===== config.mk =====
export PLATFORM = sky130hd
export DESIGN_NAME = async_tx_ctrl
export DESIGN_NICKNAME = d
export VERILOG_FILES = /design/src/rtl/atx_pkg.sv /design/src/rtl/atx_ctrl.sv /design/src/rtl/atx_dpath.sv /design/src/rtl/async_tx_ctrl.sv
export SDC_FILE = /design/constraint.sdc
export NUM_CORES = 1
export LEC_CHECK = 0
export ABC_AREA = 1
export CORE_ASPECT_RATIO = 1.1
export CORE_UTILIZATION = 30
export CTS_BUF_LIST = sky130_fd_sc_hd__clkbuf_2
export DETAILED_ROUTE_END_ITERATION = 6
export GPL_TIMING_DRIVEN = 0
export PLACE_DENSITY = 0.5
export SLEW_MARGIN = 20
export SYNTH_ARGS = -nofsm -noshare
export SYNTH_HDL_FRONTEND = slang
export SYNTH_HIERARCHICAL = 1
export SYNTH_SLANG_ARGS = --single-unit

===== constraint.sdc =====
create_clock -name clk -period 4.1 [get_ports clk]
set_input_delay 1.025 -clock clk [delete_from_list [all_inputs] [get_ports clk]]
set_output_delay 1.025 -clock clk [all_outputs]
set_load 0.02 [all_outputs]

===== src/rtl/atx_pkg.sv =====
package atx_pkg;
  typedef enum logic [2:0] {
    ST_DIS, ST_IDLE, ST_START, ST_CHAR, ST_PAR, ST_STOP, ST_BRK, ST_MARK
  } txState_e;

  typedef enum logic [1:0] {
    LN_MARK, LN_SPACE, LN_DATA, LN_PAR
  } lineSel_e;

  typedef struct packed {
    logic     load;     // buffer -> shifter
    logic     shift;    // advance one data bit
    logic     flush;    // drop buffered character
    logic     enabled;  // not in disabled state
    lineSel_e lineSel;  // output source
  } txStrobe_t;
endpackage


===== src/rtl/atx_ctrl.sv =====
module atx_ctrl
  import atx_pkg::*;
#(
  parameter int DATA_W = 8
) (
  input  logic       clk,
  input  logic       rstN,
  input  logic       chanRst,
  input  logic       txRst,
  input  logic       cmdEnable,
  input  logic       cmdDisable,
  input  logic       halfTick,
  input  logic       breakReq,
  input  logic       bufFull,
  input  logic [1:0] charLen,
  input  logic [1:0] parMode,
  input  logic [1:0] stopMode,
  output txStrobe_t  strb,
  output txState_e   stateOut
);
  localparam int IDX_W = $clog2(DATA_W);
  localparam int MIN_LAST = DATA_W - 4;

  txState_e         state;
  logic [1:0]       cnt;
  logic [IDX_W-1:0] bitIdx;
  logic [IDX_W-1:0] lastIdx;
  logic [1:0]       stopLast;
  logic             forceDis;
  logic             bitEnd;

  always_comb begin
    forceDis = chanRst | txRst | cmdDisable;
    lastIdx  = IDX_W'(MIN_LAST) + IDX_W'(charLen);
    case (stopMode)
      2'b00:   stopLast = 2'd1;
      2'b01:   stopLast = 2'd2;
      default: stopLast = 2'd3;
    endcase
    bitEnd = halfTick && (cnt == 2'd1);

    strb.enabled = (state != ST_DIS);
    strb.flush   = forceDis;
    strb.load    = !forceDis && (state == ST_IDLE) && halfTick && !breakReq && bufFull;
    strb.shift   = !forceDis && (state == ST_CHAR) && bitEnd;
    case (state)
      ST_START, ST_BRK: strb.lineSel = LN_SPACE;
      ST_CHAR:          strb.lineSel = LN_DATA;
      ST_PAR:           strb.lineSel = LN_PAR;
      default:          strb.lineSel = LN_MARK;
    endcase
  end

  always_ff @(posedge clk or negedge rstN) begin
    if (!rstN) begin
      state  <= ST_DIS;
      cnt    <= '0;
      bitIdx <= '0;
    end else if (forceDis) begin
      state  <= ST_DIS;
      cnt    <= '0;
      bitIdx <= '0;
    end else begin
      case (state)
        ST_DIS:  if (cmdEnable) state <= ST_IDLE;
        ST_IDLE: if (halfTick) begin
          if (breakReq) state <= ST_BRK;
          else if (bufFull) begin
            state <= ST_START;
            cnt   <= '0;
          end
        end
        ST_START: if (halfTick) begin
          if (cnt == 2'd1) begin
            state  <= ST_CHAR;
            cnt    <= '0;
            bitIdx <= '0;
          end else cnt <= cnt + 2'd1;
        end
        ST_CHAR: if (halfTick) begin
          if (cnt == 2'd1) begin
            cnt <= '0;
            if (bitIdx == lastIdx) state <= (parMode != 2'b00) ? ST_PAR : ST_STOP;
            else bitIdx <= bitIdx + 1'b1;
          end else cnt <= cnt + 2'd1;
        end
        ST_PAR: if (halfTick) begin
          if (cnt == 2'd1) begin
            state <= ST_STOP;
            cnt   <= '0;
          end else cnt <= cnt + 2'd1;
        end
        ST_STOP: if (halfTick) begin
          if (cnt == stopLast) begin
            state <= ST_IDLE;
            cnt   <= '0;
          end else cnt <= cnt + 2'd1;
        end
        ST_BRK: if (halfTick && !breakReq) begin
          state <= ST_MARK;
          cnt   <= '0;
        end
        ST_MARK: if (halfTick) begin
          if (cnt == 2'd1) begin
            state <= ST_IDLE;
            cnt   <= '0;
          end else cnt <= cnt + 2'd1;
        end
        default: state <= ST_DIS;
      endcase
    end
  end

  assign stateOut = state;
endmodule


===== src/rtl/atx_dpath.sv =====
module atx_dpath
  import atx_pkg::*;
#(
  parameter int DATA_W = 8
) (
  input  logic              clk,
  input  logic              rstN,
  input  txStrobe_t         strb,
  input  logic              wrStrobe,
  input  logic [DATA_W-1:0] wrData,
  input  logic              mpBit,
  input  logic [1:0]        parMode,
  output logic              bufFull,
  output logic              txReady,
  output logic              txd
);
  logic [DATA_W-1:0] bufData;
  logic              bufMp;
  logic [DATA_W-1:0] shReg;
  logic              mpHold;
  logic              parAcc;
  logic              parBit;

  always_ff @(posedge clk or negedge rstN) begin
    if (!rstN) begin
      bufData <= '0;
      bufMp   <= 1'b0;
      bufFull <= 1'b0;
      shReg   <= '0;
      mpHold  <= 1'b0;
      parAcc  <= 1'b0;
    end else begin
      if (strb.flush) begin
        bufFull <= 1'b0;
      end else if (strb.load) begin
        shReg   <= bufData;
        mpHold  <= bufMp;
        parAcc  <= 1'b0;
        bufFull <= 1'b0;
      end else if (wrStrobe && strb.enabled && !bufFull) begin
        bufData <= wrData;
        bufMp   <= mpBit;
        bufFull <= 1'b1;
      end
      if (strb.shift) begin
        shReg  <= shReg >> 1;
        parAcc <= parAcc ^ shReg[0];
      end
    end
  end

  always_comb begin
    case (parMode)
      2'b01:   parBit = mpHold;
      2'b10:   parBit = parAcc;
      2'b11:   parBit = ~parAcc;
      default: parBit = 1'b1;
    endcase
    case (strb.lineSel)
      LN_SPACE: txd = 1'b0;
      LN_DATA:  txd = shReg[0];
      LN_PAR:   txd = parBit;
      default:  txd = 1'b1;
    endcase
    txReady = strb.enabled && !bufFull;
  end
endmodule


===== src/rtl/async_tx_ctrl.sv =====
module async_tx_ctrl
  import atx_pkg::*;
#(
  parameter int DATA_W = 8
) (
  input  logic              clk,
  input  logic              rstN,
  input  logic              chanRst,
  input  logic              txRst,
  input  logic              cmdEnable,
  input  logic              cmdDisable,
  input  logic              halfTick,
  input  logic              wrStrobe,
  input  logic [DATA_W-1:0] wrData,
  input  logic              mpBit,
  input  logic [1:0]        charLen,
  input  logic [1:0]        parMode,
  input  logic [1:0]        stopMode,
  input  logic              breakReq,
  output logic              txReady,
  output logic              txd
);
  txStrobe_t strb;
  txState_e  curState;
  logic      bufFull;

  atx_ctrl #(.DATA_W(DATA_W)) u_ctrl (
    .clk(clk), .rstN(rstN), .chanRst(chanRst), .txRst(txRst),
    .cmdEnable(cmdEnable), .cmdDisable(cmdDisable), .halfTick(halfTick),
    .breakReq(breakReq), .bufFull(bufFull), .charLen(charLen),
    .parMode(parMode), .stopMode(stopMode), .strb(strb), .stateOut(curState)
  );

  atx_dpath #(.DATA_W(DATA_W)) u_dpath (
    .clk(clk), .rstN(rstN), .strb(strb), .wrStrobe(wrStrobe),
    .wrData(wrData), .mpBit(mpBit), .parMode(parMode),
    .bufFull(bufFull), .txReady(txReady), .txd(txd)
  );
endmodule


# After elaboration in Yosys (flattened, before gate mapping)
# Cells that the tools add are included.
# W data, S select, Z words.
[totals]
reg_bits = 28
out_inout_bits = 2
[classes]
reduce_logical = 30
add_sub_neg = 3
eq_ne = 37
muxes = 49
n_bitwise = 6
[op_table]
columns = ["cell", "n"]
rows = [
  ["$mux W3", 23],
  ["$ne A3 B2 Y1 const B", 11],
  ["$mux W8", 3],
  ["$pmux W3 S8", 1],
  ["$ne A3 B1 Y1 const B", 7],
  ["$mux W2", 9],
  ["$reduce_and A15 Y1", 1],
  ["$eq A3 B3 Y1 const B", 4],
  ["$logic_and A1 B1 Y1", 11],
  ["$reduce_bool A3 Y1", 3],
  ["$eq A2 B1 Y1 const B", 4],
  ["$eq A2 B2 Y1 const B", 4],
  ["$pmux W2 S4", 1],
  ["$mux W1", 7],
  ["$reduce_and A7 Y1", 1],
  ["$eq A3 B2 Y1 const B", 2],
  ["$pmux W1 S3", 2],
  ["$pmux W2 S3", 1],
  ["$pmux W3 S2", 1],
  ["$reduce_and A6 Y1", 1],
  ["$reduce_bool A5 Y1", 1],
  ["$ne A4 B2 Y1 const B", 1],
  ["$pmux W2 S2", 1],
  ["$reduce_and A2 Y1", 2],
  ["17 further kinds", 23],
]

# Logic depth before layout (Yosys ltp)
# Gate-level depths: netlist of the first run.
[depth]
word_depth = 10
depth_mapped = 12
mapped_depth_nobuf = 11

# Hierarchy
# The synthesis of the first run kept the hierarchy.
[modules_own_cells]
columns = ["mod", "cells_per_inst", "n_inst", "area_each_um2", "seq_area_each_um2"]
rows = [
  ["atx_ctrl", 159, 1, 987.2, 200.2],
  ["atx_dpath", 114, 1, 939.7, 500.5],
]

# Worst setup path before layout of the first run
# Ideal clock, no wire load.
[synth_timing]
path_type = "input-to-output"
startpoint = "input parMode[1]"
endpoint = "output txd"
path_slack_ps = 1694
t_arrival_ps = 1381
path_stages = 6
required_time_ps = 3075
path_cell_list = "nand2_1 nand2_1 nand2_1 nand2_1 nand2_1 nand2_1"
[synth_between]
elab_chain_len = 3
word_cells_on_any_way = 5
classes_between = "eq/ne: 3; mux: 2"
[synth_lines]
columns = ["item", "line_no", "source"]
rows = [
  ["start, declared", "async_tx_ctrl.sv:17", "input logic [1:0] parMode,"],
  ["$eq A2 B2 Y1 or $eq A2 B1 Y1 (tied branches)", "atx_dpath.sv:53", "case (parMode)"],
  ["$pmux W1 S3 (*)", "atx_dpath.sv:53", ""],
  ["$pmux W1 S3 (*)", "atx_dpath.sv:59", "case (strb.lineSel)"],
  ["end, declared", "async_tx_ctrl.sv:21", "output logic txd"],
]
# Mark *: on every way between the ends. The rest lies on a longest branch, timed or not.

# Worst setup path after layout of the first run
[layout_timing]
startpoint = "input parMode[0]"
endpoint = "output txd"
# The elaborated chain is that of the path after synthesis.

==> reports/metrics.yaml, run 1 <==
status: "complete, no violations"
finalCritPeriodShare_pct: 86.52
die_w_microns: 78.41
wirelength_microns: 3992
final-max-slew-violation-count: 0
start_kind: "primary input"
cts_tree: "built"
gp_congestion: 0.8450
fmax_mhz: 281.9
grt_pass1_wl_microns: 7155
drive_gt1_share_pct: 14.29
most-common-layout-cells: "nand2_1 (79), inv_1 (36), dfrtp_1 (28)"
final_cells: 381
critPathKind: "primary input to output pin"
drtPass1Iterations: 4
grt_overflow: 0
vdd_ir_drop_max_v: 0.0001360
ys_ff_latch: 28
avgSynthCellArea_sq_um: 7.058
synth_area_leader_cell: "dfrtp_1"
h-tree-depth: 1
multi_input_area_sq_um: 983.4
final_antenna_net_count: 0
post_cts_buffers: 0
cp_data_required_time_ns: 3.07
hpwl_microns: 3204
ioPinCount: 26
setup_violations: 0
leakagePower_nw: 1.226
grt_max_degree: 29
seqCellArea_sq_um: 700.7
drv_cap: 0
first_global_vias: 1673
slew_headroom_pct: 58.28
rsz0062_at_grt: "false"
final_common_cell: "nand2_1"
place_inst: 378
tns_ns: 0
syn_area_sq_um: 1927
syn_inst: 273
power_density_nw_per_um2: 224.8
clk_pin_slew_ns: 0.25
critical_path_arrival_ns: 2.52
dr_total_vias: 1709
diodes: 0
synthDistinctLibCells: 27
start_util_pct: 31.11
postLayoutCoreUtil_pct: 36.93
synth_nets: 300
fp.dieArea_sq_um: 6748
ys_seq_area_share_pct: 36.36
drt-wirelength-per-cell_microns: 10.48
finClkSkew_ns: 0.01499
coreArea_sq_um: 6193
synth_warnings: 6
min_path_type: "flop to flop"
portBuffers: 25
cts_resized: 0
hold_buffers: 0
grt_use_total_pct: 13.08
crit_fanout: 3
fin_crit_ns: 3.547
antenna_found_initial: 0
syn2layout_area_growth_pct: 18.70
numCtsBuffers: 3
yosysTopAreaCellShare_pct: 36.36
clock-sinks: 28
die_y_microns: 86.06
vias_per_cell: 4.486
clock-root-buffer: "clkbuf_2"
synth_area_leaders: "dfrtp_1 (36%), nand2_1 (15%), inv_1 (7.0%)"
drc_errors: 0
worstMarginPinSlew_ns: 0.6259
rows: 30
fin_nets: 330
insertion_delay_ns: 0.35
hold_viol: 0
n_fill_cell: 679
dr.first_iter.drc_count: 45
worstSetupEndpointType: "output pin"
clock_path_buffers: 2
==> synthesized netlist by cell type <==
master / instances
nand2_1: 79
inv_1: 36
dfrtp_1: 28
nand3_1: 23
nor2_1: 20
o21ai_1: 16
o21ai_0: 14
a21oi_1: 10
nor2_2: 9
buf_6: 6
inv_2: 5
nand2_2: 5
nand2_4: 4
ha_1: 3
nor2_4: 3
a21boi_1: 1
a21o_1: 1
a31oi_1: 1
buf_2: 1
buf_4: 1
inv_6: 1
nand3_2: 1
nand3_4: 1
nor2_8: 1
nor4_1: 1
o21ai_2: 1
xnor2_1: 1
==> layer usage <==
metal / global-route usage (%) / share of wire [%] / up-vias
met3: 1.702 / 3.5 / 4
met5: 0 / 0 / -
li1: - / - / 911
met4: 4.377 / 0.93 / 0
met2: 22.89 / 48 / 39
met1: 16.54 / 48 / 755
==> worst max-delay path: stages <==
cell	delay, ns
clkdlybuf4s50_1	0.53
inv_1	0.06
nand3_1	0.08
nand2_1	0.06
nand2_1	0.05
nand2_1	0.05
nand2_1	0.07
clkdlybuf4s50_1	0.60
==> logic make-up after synthesis <==
group | share of synthesized area (%)
xor gates and xnor gates | 0.4546
buffers and inverters | 12.60
adders and majority gates | 1.948
and+or+nand+nor | 36.69
AOI/OAI and AO/OA | 11.95
DFF | 36.36
==> flip-flops by register name, summed over array words and instances, names as in the netlist <==
register         cells
u_dpath/shReg        8
u_dpath/bufMp        1
u_dpath/bufData      8
u_dpath/mpHold       1
u_dpath/bufFull      1
u_dpath/parAcc       1
u_ctrl/stateOut      3
u_ctrl/cnt           2
u_ctrl/bitIdx        3
==> area by class of cell <==
cell class              count  share of cell area (%)
clock buffers               3                  0.6565
flip-flops and latches     28                   30.63
inverters                  42                   7.112
well taps                  80                   4.376
multi-input cells         195                   43.00
plain buffers               8                   3.501
repair buffers             25                   10.72
==> through the flow <==
stage          total power, mW  worst slack (ns)  hold WS [ns]  instance area [sq um]
2_1_floorplan           0.3793             1.694        0.4534                   1927
3_3_place_gp            0.4257            0.5720        0.4797                   2277
3_5_place_dp            0.4256            0.5725        0.4785                   2272
4_1_cts                 0.5264            0.5540        0.5342                   2287
5_1_grt                 0.5546            0.4892        0.5671                   2287
6_report                0.5141            0.5527        0.5217                   2287
==> path summary, 6_finish.rpt <==
| kind | slack (ns) | depth (start not counted) | startpoint | end |
|---|---|---|---|---|
| max in group asynchronous | 3.05 | 1 | rstN | u_dpath/parAcc$_DFFE_PN0P_ |
| max | 0.55 | 8 | parMode[0] | txd |
| max reg2reg | 2.20 | 9 | u_ctrl/stateOut[1]$_DFFE_PN0P_ | u_dpath/shReg[0]$_DFFE_PN0P_ |
| min | 0.52 | 2 | u_dpath/mpHold$_DFFE_PN0P_ | u_dpath/mpHold$_DFFE_PN0P_ |
| min reg2reg | 0.52 | 2 | u_dpath/mpHold$_DFFE_PN0P_ | u_dpath/mpHold$_DFFE_PN0P_ |
| min in group asynchronous | 0.65 | 1 | rstN | u_dpath/bufData[4]$_DFFE_PN0P_ |
==> where the power goes <==
group	total (mW)	switching, mW	internal (mW)
sequential	0.307	0.00628	0.300
combinational	0.113	0.0618	0.0511
clock	0.0948	0.0749	0.0199
Note: power is estimated with default switching activity, not from simulation.
==> inputs of run 2 (changes only) <==
--- a/config.mk
+++ b/config.mk
@@ -10,8 +10,10 @@
 export CORE_UTILIZATION = 30
 export CTS_BUF_LIST = sky130_fd_sc_hd__clkbuf_2
 export DETAILED_ROUTE_END_ITERATION = 6
+export GPL_ROUTABILITY_DRIVEN = 0
 export GPL_TIMING_DRIVEN = 0
 export PLACE_DENSITY = 0.5
+export SKIP_CTS_REPAIR_TIMING = 1
 export SLEW_MARGIN = 20
 export SYNTH_ARGS = -nofsm -noshare
 export SYNTH_HDL_FRONTEND = slang
==> results of run 2 <==
Final layout, timing and power as in run 1 (identical DEF).
==> inputs of run 3 (changes only) <==
--- a/config.mk
+++ b/config.mk
@@ -13,6 +13,7 @@
 export GPL_ROUTABILITY_DRIVEN = 0
 export GPL_TIMING_DRIVEN = 0
 export PLACE_DENSITY = 0.5
+export REMOVE_ABC_BUFFERS = 1
 export SKIP_CTS_REPAIR_TIMING = 1
 export SLEW_MARGIN = 20
 export SYNTH_ARGS = -nofsm -noshare
==> constraint.sdc (replaced) <==
create_clock -name clk -period 4.1 [get_ports clk]
set_input_delay 1.025 -clock clk [delete_from_list [all_inputs] [get_ports clk]]
set_output_delay 1.025 -clock clk [all_outputs]
set_load 0.01 [all_outputs]
==> run 3 against run 2 <==
  * Critical path depth is the same
  * Global-route usage is 0.098 points lower
  * Power is 14% higher
  * Combinational power fell by 7%
  * Maximum frequency is 4.1% higher
  * Final cell count decreased by 1.8%
  * Clock power rose by 80%
  * Routed wire length down 1.2%
  * Clock skew shrank 0.0025 ns
  * Setup slack better by 0.14 ns
  * Largest power group unchanged
==> reports/metrics.yaml, run 3 (synthesis results as in run 1) <==
status: "complete, no violations"
path_cells: "clkdlybuf4s50_1, inv_1, nand3_1, nand2_1, nand2_1, nand2_1, nand2_1, clkdlybuf4s50_1"
start_util_pct: 31.11  # unchanged
leakagePower_nw: 1.197  # -2.4%
critical_path_arrival_ns: 2.38  # -0.14 ns
start_kind: "primary input"
design_area_sq_um: 2237  # -2.2%
final_common_cell: "nand2_1"
fin_crit_ns: 3.409  # -0.1384 ns
drv_cap: 0  # unchanged
rsz0062_at_grt: "false"
most-common-layout-cells: "nand2_1 (79), inv_1 (36), dfrtp_1 (28)"
fin_nets: 322  # -2.4%
largestRegisters: "u_dpath/bufData (8), u_dpath/shReg (8)"
finClkSkew_ns: 0.01248  # -0.002512 ns
slowest_stage: "clkdlybuf4s50_1"
finalCritPeriodShare_pct: 83.14  # -3.4 points
clock-root-buffer: "clkbuf_2"
coreArea_sq_um: 6193  # unchanged
die_y_microns: 86.06  # unchanged
drt-wirelength-per-cell_microns: 10.55  # +0.67%
dr_total_vias: 1667  # -2.5%
hold_viol: 0  # unchanged
die_w_microns: 78.41  # unchanged
insertion_delay_ns: 0.37  # +0.02 ns
crit_fanout: 3  # unchanged
final_antenna_net_count: 0  # unchanged
cts_tree: "built"
final-max-slew-violation-count: 0  # unchanged
drtPass1Iterations: 4  # unchanged
power_density_nw_per_um2: 261.4  # +16%
worstSetupEndpointType: "output pin"
fmax_mhz: 293.3  # +4.1%
slew_headroom_pct: 56.13  # -2.1 points
drive_gt1_share_pct: 12.24  # -2.0 points
numCtsBuffers: 3  # unchanged
tns_ns: 0  # unchanged
placed_cell_area_sq_um: 2192  # -3.5%
vias_per_cell: 4.457  # -0.63%
grt_max_degree: 29  # unchanged
portBuffers: 25  # unchanged
ioPinCount: 26  # unchanged
hpwl_microns: 3014  # -5.9%
vdd_ir_drop_max_v: 0.0001992  # +46%
clock_path_buffers: 2  # unchanged
min_path_type: "flop to flop"
critPathMaxStageDelay_ns: 0.53  # -0.07 ns
first_global_vias: 1615  # -3.5%
clock-sinks: 28  # unchanged
clk_pin_slew_ns: 0.28  # +0.03 ns
grt_use_total_pct: 12.98  # -0.098 points
power_uw: 584.8  # +14%
worstMarginPinSlew_ns: 0.6581  # +0.03222 ns
cp_data_required_time_ns: 3.07  # about the same
drc_errors: 0  # unchanged
fp.dieArea_sq_um: 6748  # unchanged
seqCellArea_sq_um: 700.7  # unchanged
dr.first_iter.drc_count: 48  # +6.7%
multi_input_area_sq_um: 983.4  # unchanged
n_fill_cell: 674  # -0.74%
h-tree-depth: 1  # unchanged
cp_top_family: "buffers and inverters"
crit_buf_inv: 3  # unchanged
cp_common_cell: "nand2_1"
rows: 30  # unchanged
antenna_found_initial: 0  # unchanged
grt_pass1_wl_microns: 7031  # -1.7%
setup_violations: 0  # unchanged
syn2layout_area_growth_pct: 16.10
diodes: 0  # unchanged
critPathKind: "primary input to output pin"
grt_overflow: 0  # unchanged
wirelength_microns: 3945  # -1.2%
-- run 3: cell count changes in the layout (fill, tap and decap cells not counted) --
| cell | previous run | this run |
|---|---|---|
| buf_4 | 1 | 0 |
| buf_6 | 6 | 0 |
| buf_2 | 2 | 1 |
| bufinv_16 | 0 | 1 |
-- run 3: layout make-up --
| type | instances | area share [%] |
|---|---|---|
| Clock buffer | 3 | 0.6711 |
| Clock inverter | 1 | 1.342 |
| Inverter | 42 | 7.271 |
| Multi-Input combinational cell | 195 | 43.96 |
| Sequential cell | 28 | 31.32 |
| Tap cell | 80 | 4.474 |
| Timing Repair Buffer | 25 | 10.96 |
-- run 3: worst reg2reg max path, delay by kind of cell (launching register included) --
family                 cells  cell delay [ns]
buffers and inverters      3             0.32
AOI/OAI and AO/OA          1             0.14
DFF                        1             0.71
and+or+nand+nor            6             0.89
-- run 3: routing by layer --
metal | vias up | part of all wire (%) | GRT usage (%)
li1 | 900 | - | -
met1 | 743 | 48 | 16.06
met2 | 20 | 49 | 23.29
met3 | 4 | 2.5 | 2.234
met4 | 0 | 1.2 | 3.199
met5 | - | 0 | 0
-- run 3: report_power, final --
part | leakage [nW] | internal (mW) | switching, mW
clock | 0.0266 | 0.0838 | 0.0868
sequential | 0.354 | 0.300 | 0.00911
combinational | 0.817 | 0.0483 | 0.0565
-- run 3: path summary, 6_finish.rpt --
| check | start | slack, ns | depth (start not counted) | to |
|---|---|---|---|---|
| setup / recovery | parMode[0] | 0.69 | 8 | txd |
| hold / removal | u_dpath/bufData[6]$_DFFE_PN0P_ | 0.54 | 2 | u_dpath/bufData[6]$_DFFE_PN0P_ |
| setup reg to reg | u_ctrl/stateOut[1]$_DFFE_PN0P_ | 2.01 | 10 | u_dpath/shReg[3]$_DFFE_PN0P_ |
| hold reg to reg | u_dpath/bufData[6]$_DFFE_PN0P_ | 0.54 | 2 | u_dpath/bufData[6]$_DFFE_PN0P_ |
| max in group asynchronous | rstN | 3.05 | 1 | u_dpath/parAcc$_DFFE_PN0P_ |
| min in group asynchronous | rstN | 0.63 | 1 | u_dpath/shReg[6]$_DFFE_PN0P_ |
-- run 3: per-stage QoR --
| stage | hold WS (ns) | setup slack (ns) | std cells | util (%) |
|---|---|---|---|---|
| after CTS | 0.5475 | 0.6679 | 374 | 36.12 |
| after global routing | 0.5661 | 0.6053 | 374 | 36.12 |
| after global placement | 0.4834 | 0.6670 | 370 | 35.47 |
| after floorplan | 0.4534 | 1.748 | 265 | - |
| after detailed placement | 0.5000 | 0.6678 | 370 | 35.39 |
| final | 0.5436 | 0.6911 | 374 | 36.12 |
